**src/rtl/clkrep_pkg.sv**
```systemverilog
package clkrep_pkg;
  typedef enum logic {
    S_IDLE = 1'b0,
    S_SCAN = 1'b1
  } scan_state_t;
endpackage

```
**src/rtl/clkrep_flags.sv**
```systemverilog
// Per-frame use and lock bits. Reference and load events and the winner
// mark take priority over the scan's second-chance clear.
module clkrep_flags #(
  parameter int NF = 8,
  parameter int IW = $clog2(NF)
) (
  input  logic          clk,
  input  logic          rst,
  input  logic          ref_v,
  input  logic [IW-1:0] ref_idx,
  input  logic          load_v,
  input  logic [IW-1:0] load_idx,
  input  logic          lk_v,
  input  logic [IW-1:0] lk_idx,
  input  logic          lk_set,
  input  logic          clr_v,
  input  logic [IW-1:0] clr_idx,
  input  logic          win_v,
  input  logic [IW-1:0] win_idx,
  output logic [NF-1:0] use_vec,
  output logic [NF-1:0] lock_vec,
  output logic [NF-1:0] evt_vec
);
  for (genvar i = 0; i < NF; i++) begin : g_frame
    logic touch;
    logic mark;
    assign touch = (ref_v && ref_idx == IW'(i)) || (load_v && load_idx == IW'(i));
    assign mark  = touch || (win_v && win_idx == IW'(i));
    assign evt_vec[i] = touch;

    always_ff @(posedge clk) begin
      if (rst) begin
        use_vec[i] <= 1'b0;
      end else if (mark) begin
        use_vec[i] <= 1'b1;
      end else if (clr_v && clr_idx == IW'(i)) begin
        use_vec[i] <= 1'b0;
      end
    end

    always_ff @(posedge clk) begin
      if (rst) begin
        lock_vec[i] <= 1'b0;
      end else if (lk_v && lk_idx == IW'(i)) begin
        lock_vec[i] <= lk_set;
      end
    end
  end
endmodule

```
**src/rtl/clkrep_hand.sv**
```systemverilog
// Hand pointer and scan controller: one frame inspected per cycle.
module clkrep_hand
  import clkrep_pkg::*;
#(
  parameter int NF = 8,
  parameter int IW = $clog2(NF)
) (
  input  logic          clk,
  input  logic          rst,
  input  logic          req,
  input  logic [NF-1:0] use_vec,
  input  logic [NF-1:0] lock_vec,
  input  logic [NF-1:0] evt_vec,
  output logic          clr_v,
  output logic [IW-1:0] clr_idx,
  output logic          win_v,
  output logic [IW-1:0] win_idx,
  output logic          busy,
  output logic          done,
  output logic          fail,
  output logic [IW-1:0] victim,
  output logic [IW-1:0] hand
);
  localparam int SW = IW + 2;

  scan_state_t   st;
  logic [SW-1:0] steps;
  logic          all_locked;
  logic          cur_lock;
  logic          cur_used;
  logic [IW-1:0] hand_nxt;

  assign all_locked = &lock_vec;
  assign cur_lock   = lock_vec[hand];
  assign cur_used   = use_vec[hand] | evt_vec[hand];
  assign hand_nxt   = (hand == IW'(NF - 1)) ? '0 : hand + 1'b1;
  assign busy       = (st == S_SCAN);
  assign clr_idx    = hand;
  assign win_idx    = hand;

  always_comb begin
    clr_v = 1'b0;
    win_v = 1'b0;
    if (st == S_SCAN && !all_locked && !cur_lock) begin
      if (cur_used) clr_v = !evt_vec[hand];
      else          win_v = 1'b1;
    end
  end

  always_ff @(posedge clk) begin
    if (rst) begin
      st     <= S_IDLE;
      hand   <= '0;
      done   <= 1'b0;
      fail   <= 1'b0;
      victim <= '0;
      steps  <= '0;
    end else begin
      done <= 1'b0;
      fail <= 1'b0;
      unique case (st)
        S_IDLE: begin
          steps <= '0;
          if (req) begin
            if (all_locked) fail <= 1'b1;
            else            st   <= S_SCAN;
          end
        end
        S_SCAN: begin
          steps <= steps + 1'b1;
          if (all_locked) begin
            fail <= 1'b1;
            st   <= S_IDLE;
          end else if (cur_lock || cur_used) begin
            hand <= hand_nxt;
          end else begin
            victim <= hand;
            done   <= 1'b1;
            hand   <= hand_nxt;
            st     <= S_IDLE;
          end
        end
        default: st <= S_IDLE;
      endcase
    end
  end

  // hand parks just after the victim
  a_r5_hand_after_victim: assert property (@(posedge clk) disable iff (rst)
    done |-> hand == ((victim == IW'(NF - 1)) ? '0 : victim + 1'b1));
  // failed request leaves the hand where it was
  a_r8_hand_kept: assert property (@(posedge clk) disable iff (rst)
    fail |-> $stable(hand));
  // strobes are single-cycle and exclusive
  a_r11_done_pulse: assert property (@(posedge clk) disable iff (rst)
    done |=> !done);
  a_r11_no_both: assert property (@(posedge clk) disable iff (rst)
    !(done && fail));
  // scan length stays bounded
  a_r11_scan_bound: assert property (@(posedge clk) disable iff (rst)
    busy |-> int'(steps) <= 2 * NF);
  // a result ends the scan
  a_r12_idle_on_result: assert property (@(posedge clk) disable iff (rst)
    (done || fail) |-> !busy);
endmodule

```
**src/rtl/clock_victim_sel.sv**
```systemverilog
module clock_victim_sel #(
  parameter int NUM_FRAMES = 8,
  parameter int IDX_W      = $clog2(NUM_FRAMES)
) (
  input  logic             clk,
  input  logic             rst,
  input  logic             ref_valid,
  input  logic [IDX_W-1:0] ref_frame,
  input  logic             load_valid,
  input  logic [IDX_W-1:0] load_frame,
  input  logic             lock_valid,
  input  logic [IDX_W-1:0] lock_frame,
  input  logic             lock_set,
  input  logic             req_valid,
  output logic             busy,
  output logic             done,
  output logic             fail,
  output logic [IDX_W-1:0] victim
);
  logic [NUM_FRAMES-1:0] use_vec;
  logic [NUM_FRAMES-1:0] lock_vec;
  logic [NUM_FRAMES-1:0] evt_vec;
  logic                  clr_v;
  logic [IDX_W-1:0]      clr_idx;
  logic                  win_v;
  logic [IDX_W-1:0]      win_idx;
  logic [IDX_W-1:0]      hand;

  clkrep_flags #(.NF(NUM_FRAMES), .IW(IDX_W)) u_flags (
    .clk      (clk),
    .rst      (rst),
    .ref_v    (ref_valid),
    .ref_idx  (ref_frame),
    .load_v   (load_valid),
    .load_idx (load_frame),
    .lk_v     (lock_valid),
    .lk_idx   (lock_frame),
    .lk_set   (lock_set),
    .clr_v    (clr_v),
    .clr_idx  (clr_idx),
    .win_v    (win_v),
    .win_idx  (win_idx),
    .use_vec  (use_vec),
    .lock_vec (lock_vec),
    .evt_vec  (evt_vec)
  );

  clkrep_hand #(.NF(NUM_FRAMES), .IW(IDX_W)) u_hand (
    .clk      (clk),
    .rst      (rst),
    .req      (req_valid),
    .use_vec  (use_vec),
    .lock_vec (lock_vec),
    .evt_vec  (evt_vec),
    .clr_v    (clr_v),
    .clr_idx  (clr_idx),
    .win_v    (win_v),
    .win_idx  (win_idx),
    .busy     (busy),
    .done     (done),
    .fail     (fail),
    .victim   (victim),
    .hand     (hand)
  );

  // victim frame is marked used once chosen
  a_r10_victim_marked: assert property (@(posedge clk) disable iff (rst)
    done |-> use_vec[victim]);
  // a frame locked at inspection time is never reported
  a_r7_never_locked: assert property (@(posedge clk) disable iff (rst)
    done |-> (($past(lock_vec) >> victim) & NUM_FRAMES'(1)) == '0);
  // fail only when every frame was locked
  a_r8_fail_all_locked: assert property (@(posedge clk) disable iff (rst)
    fail |-> &($past(lock_vec)));
  // use bits untouched by a failed request
  a_r8_use_kept: assert property (@(posedge clk) disable iff (rst)
    (fail && !$past(ref_valid) && !$past(load_valid)) |-> $stable(use_vec));
endmodule

```
**config.mk**
```make
export PLATFORM = sky130hd
export DESIGN_NAME = clock_victim_sel
export DESIGN_NICKNAME = d
export VERILOG_FILES = /design/src/rtl/clkrep_pkg.sv /design/src/rtl/clkrep_flags.sv /design/src/rtl/clkrep_hand.sv /design/src/rtl/clock_victim_sel.sv
export SDC_FILE = /design/constraint.sdc
export NUM_CORES = 1
export LEC_CHECK = 0
export ABC_AREA = 1
export CAP_MARGIN = 10
export CORE_MARGIN = 1.5
export CORE_UTILIZATION = 45
export DETAILED_ROUTE_END_ITERATION = 7
export MAX_ROUTING_LAYER = met4
export PLACE_DENSITY = 0.7
export RECOVER_POWER = 50
export SETUP_SLACK_MARGIN = 0.5
export SLEW_MARGIN = 10
export SYNTH_ARGS = -nofsm -noshare
export SYNTH_HDL_FRONTEND = slang
export SYNTH_SLANG_ARGS = --single-unit
```
**constraint.sdc**
```tcl
create_clock -name clk -period 1.7 [get_ports clk]
set_clock_uncertainty 0.2 [all_clocks]
set_input_delay 0.51 -clock clk [delete_from_list [all_inputs] [get_ports clk]]
set_output_delay 0.51 -clock clk [all_outputs]
set_load 0.05 [all_outputs]
```
==> results.cfg, run 1 <==
[placement]
dp_slack_ns = -0.692
gp_congestion = 0.907
placed_area_sq_um = 2210
dp_hpwl_um = 3150
port_buffers = 21
place_inst = 340

[routing]
ant_nets = 0
drtIter0Drc = 134
drc = 0
vias = 2033
wl_per_cell_um = 17.2
totalWireLength_um = 6260
drt_pre_antenna_iters = 4
viasPerCell = 5.60

[synthesis]
netlist_area_sq_um = 1660
syn_inst = 266
avgSynthCellArea_sq_um = 6.25
synth_area_leaders = dfxtp_1 (30%), nand3_1 (16%), nand2_1 (15%)
synthArstFlopShare_pct = 0
ys.flop_type = dfxtp_1
synth.distinct_cells = 23
synth_commonest_cells = nand2_1 (68), nand3_1 (53), inv_1 (38), dfxtp_1 (25), nor2_1 (17)
synth_top_area_cell = dfxtp_1
ys_ff_latch = 25
synth.most_common_cell = nand2_1
yosysWarnings = 0
synth_edf_count = 0
synth_top_area_share_pct = 30.1
ys_seq_area_share_pct = 30.1
synth_nets = 288

[setup_path]
r2r-start = u_hand.clr_idx[0]
crit_path_start = u_hand.clr_idx[0]
arrival_ns = 1.94
critPathCaptureType = flip-flop
cp.required_ns = 1.73
start_kind = flip-flop
path_class = flip-flop to flip-flop
cp_max_fo = 8

[clock_tree]
cts_inserted_buffers = 3
root_buffer = clkbuf_8
cts_tree = done
path_clk_slew_ns = 0.09
cts.sinks = 25
htreeDepth = 1
clockBufferDepth = 2
insertion_delay_ns = 0.29

[worst_hold_path]
hold_class = flip-flop to flip-flop
min-delay-start = u_flags.use_vec[5]

[global_routing]
grt_max_degree = 14
grt_pass1_vias = 1934
grt_pass1_wl_um = 9060
grt_usage_pct = 29.5
antenna_found_initial = 0
grt_overflow = 0

[floorplan]
core_sq_um = 3440
die_area_sq_um = 4070
die_width_um = 63.8
io_pins = 22
num_rows = 21
die_h_um = 63.8
initial_utilization_pct = 48.3

[timing]
finalSetupViolCount = 12
final.setup.tns_ns = -1.93
period_share_pct = 112
fmax_mhz = 525
worst_slew_pin_slew_ns = 0.314
hold_viol_final = 0
min_period_ns = 1.91
fin_ws_ns = -0.205
grt_setup_unrepaired = true
slew_headroom_pct = 79.0
slew_violations = 0

[cells_and_area]
antennaDiodeCount = 0
fin_cells = 363
nFillCells = 198
syn_to_final_growth_pct = 69.5
drive_above_1_share_pct = 52.1
nets = 340
stdcell_area_sq_um = 2820

[power_and_ir_drop]
internal-power_mw = 1.34
power_density_nw_per_um2 = 774
p_leak_nw = 1.19
p_seq_share_pct = 31.0
peakVddDrop_uv = 612
p_total_mw = 2.18
p_clk_share_pct = 17.0
p_sw_mw = 0.836
p_comb_share_pct = 52.0
p_sw_share_pct = 38.4

[job]
max_cap_violations = 0

[outcome]
outcome = finished with violations
violations = negative setup slack
[per-layer routing]
layer  wire, um  share of wire, %  global-route usage [%]
met1       2530                40                    35.1
met2       2990                48                    48.8
met3        408               6.5                    5.46
met4        335               5.4                    12.2
met5          0                 0                       -
[cells in the final DEF (no fill, tap or decap), drive strengths merged]
cell type	n
nand2	68
clkbuf	7
dlygate4sd2	1
and2	7
a211oi	2
inv	40
a21oi	22
or3	1
and3b	1
nand4	1
nor2	19
dfxtp	25
nand3	54
ha	6
buf	51
o21ai	10
dlymetal6s2s	2
[kinds of logic after synthesis]
logic type               Yosys count  synth area share [%]
AND/OR/NAND/NOR                  151                  40.7
flip-flops                        25                  30.1
adder cells (fa/ha/maj)            6                  4.51
AO/OA/AOI/OAI                     34                  12.1
buffers and inverters             50                  12.6
[power groups by stage]
stage	clock network (mW)	logic, mW	registers (mW)
5_1_grt	0.398	1.19	0.681
3_5_place_dp	0	0.617	0.682
2_1_floorplan	0	0.378	0.695
4_1_cts	0.363	0.959	0.670
3_3_place_gp	0	0.609	0.681
6_report	0.371	1.13	0.676
[final timing paths]
path         cells past startpoint  slack, ns                 end
max                             12      -0.21  u_flags.use_vec[7]
min                              2       0.26  u_flags.use_vec[5]
max reg2reg                     12      -0.21  u_flags.use_vec[7]
min reg2reg                      2       0.26  u_flags.use_vec[5]
[state kept, by name (all words and copies together) (netlist names)]
register          flops
u_hand.busy           1
u_hand.done           1
u_hand.victim         3
u_flags.use_vec       8
u_hand.fail           1
u_flags.lock_vec      8
u_hand.clr_idx        3
[final cells by class]
cell class / instances / area [sq um] / share of cell area, %
Inverter: 40 / 175 / 6.22
Clock buffer: 4 / 45.0 / 1.60
Sequential cell: 25 / 523 / 18.6
Multi-Input combinational cell: 191 / 1350 / 48.0
Timing Repair Buffer: 57 / 664 / 23.6
Tap cell: 46 / 57.6 / 2.04
[per-stage QoR]
step	hold slack, ns	utilization, %
2_1_floorplan	0.240	-
3_3_place_gp	0.253	64.3
3_5_place_dp	0.264	64.3
4_1_cts	0.265	76.6
5_1_grt	0.287	81.9
6_report	0.263	81.9
[worst max-delay path: stages, from the launching register on]
cell and delay [ns]:
dfxtp_4 0.45, inv_6 0.07, buf_12 0.14, nand2_2 0.07, nand3_2 0.09, nand3_2 0.09, nand2_4 0.07, nor2_4 0.15
buf_6 0.17, nand3_1 0.10, nand2_1 0.08, inv_1 0.05, a21oi_2 0.10
[what timing repair did]
action	CTS	global route
resized for setup	104	45
hold buffers	0	0
endpoints found under the setup margin	31	31
setup buffers	11	4
cloned	3	1
pin swaps	37	28
Note: power is estimated with default switching activity, not from simulation.
==> run 2: changes to the inputs <==
- GPL_ROUTABILITY_DRIVEN: not set -> 0
==> results of run 2 <==
Final layout, timing and power as in run 1 (identical DEF).
==> run 3: changes to the inputs <==
- GPL_ROUTABILITY_DRIVEN: 0 -> not set
- PLACE_DENSITY: 0.7 -> 0.67
- clock period: 1.7 -> 1.8 ns (I/O delays scaled with it)
==> results.cfg, run 3 (synthesis gave the netlist of run 1 again) <==
[power_and_ir_drop]
p_clk_share_pct = 16.8
peakVddDrop_uv = 540
p_sw_share_pct = 37.5
power_density_nw_per_um2 = 700
p_comb_share_pct = 51.0
p_total_mw = 1.97
p_seq_share_pct = 32.2
p_sw_mw = 0.738
internal-power_mw = 1.23
p_leak_nw = 1.19

[global_routing]
grt_max_degree = 14
grt_usage_pct = 26.4
grt_pass1_vias = 1847
grt_pass1_wl_um = 8340
grt_overflow = 0
antenna_found_initial = 0

[setup_path]
cp.required_ns = 1.77
max_stage_delay_ns = 0.43
slowest_stage = dfxtp_4
path_cells = buf_6 > nand2_1 > nand3_2 > nand3_2 > nand2_2 > nand2_2 > nor2_4 > nand3_1 > nand2_1 > a21oi_2
r2r_setup_slack_ns = -0.10
cpLargestDelayFamily = simple AND/OR/NAND/NOR gates
arrival_ns = 1.87
worst-path-buf-inv = 1
critPathCaptureType = flip-flop
cp_max_fo = 8
start_kind = flip-flop
path_class = flip-flop to flip-flop

[floorplan]
initial_utilization_pct = 48.3
die_width_um = 63.8
io_pins = 22
core_sq_um = 3440
die_area_sq_um = 4070
num_rows = 21
die_h_um = 63.8

[timing]
worst_slew_pin_slew_ns = 0.307
final.setup.tns_ns = -0.947
grt_setup_unrepaired = true
slew_headroom_pct = 79.5
slew_violations = 0
hold_viol_final = 0
finalSetupViolCount = 12
fmax_mhz = 525
fin_ws_ns = -0.104
min_period_ns = 1.90
period_share_pct = 106

[routing]
drtIter0Drc = 148
vias = 2054
wl_per_cell_um = 17.4
ant_nets = 0
drc = 0
wl_met1_um = 2430
totalWireLength_um = 6200
drt_pre_antenna_iters = 4
routed-wl-met2_um = 3060
met3_length_um = 383
top_layer = met4
viasPerCell = 5.75

[placement]
port_buffers = 21
dp_slack_ns = -0.664
placed_area_sq_um = 2200
gp_congestion = 0.822
dp_hpwl_um = 3150

[outcome]
violations = negative setup slack
outcome = finished with violations

[worst_hold_path]
hold_class = flip-flop to flip-flop

[cells_and_area]
final_cell_mix = nand2_1 (40), nand3_2 (32), inv_1 (23)
final_common_cell = nand2_1
final_util_pct = 81.6
seq_area_sq_um = 515
stdcell_area_sq_um = 2810
nFillCells = 217
nets = 334
multi_input_area_sq_um = 1370
drive_above_1_share_pct = 53.7
syn_to_final_growth_pct = 68.9
reg_top3 = u_flags.lock_vec (8), u_flags.use_vec (8)
antennaDiodeCount = 0

[clock_tree]
path_clk_slew_ns = 0.08
cts_tree = done
cts_inserted_buffers = 3
htreeDepth = 1
insertion_delay_ns = 0.27
ctsHoldBuffers = 0
cts.sinks = 25
root_buffer = clkbuf_8
clockBufferDepth = 2

[job]
max_cap_violations = 0
## run 3: timing repair
| action | in CTS | in global routing |
|---|---|---|
| gates resized for setup | 77 | 88 |
| pin swaps | 17 | 47 |
| buffers inserted | 6 | 6 |
| cloned | 3 | 2 |
| endpoints found under the setup margin | 31 | 30 |
## run 3: final timing paths
check | from | end | cells after the start
max | u_hand.clr_idx[0] | u_flags.use_vec[4] | 10
min reg2reg | u_flags.use_vec[7] | u_flags.use_vec[7] | 2
min | u_flags.use_vec[7] | u_flags.use_vec[7] | 2
max reg2reg | u_hand.clr_idx[0] | u_flags.use_vec[4] | 10
## run 3: layout make-up
cell class | instances | area share [%]
Sequential cell | 25 | 18.4
Timing Repair Buffer | 51 | 23.0
Inverter | 40 | 6.24
Multi-Input combinational cell | 191 | 48.7
Clock buffer | 4 | 1.60
Tap cell | 46 | 2.05
## run 3: worst reg2reg max path, delay by kind of cell (launching register included)
family / cells / cell delay (ns)
compound gates: 1 / 0.05
buf+inv: 1 / 0.15
flops: 1 / 0.43
simple gates: 8 / 0.98
## run 3: through the flow
step                      cells  hold slack (ns)
final                       357            0.275
after global routing        357            0.294
after CTS                   349            0.274
after detailed placement    336            0.254
after global placement      336            0.255
after floorplan             266            0.244
## run 3: metal layers
layer / vias to the layer above / track usage, %
met4: 0 / 10.1
li1: 943 / -
met3: 38 / 5.28
met5: - / -
met2: 114 / 43.9
met1: 959 / 31.5
## run 3: power by group through the flow
stage,clock network [mW],registers [mW],logic [mW]
floorplan,0,0.655,0.372
global placement,0,0.640,0.581
detailed placement,0,0.639,0.588
CTS,0.339,0.627,0.756
global route,0.353,0.637,1.05
finish,0.330,0.634,1.00
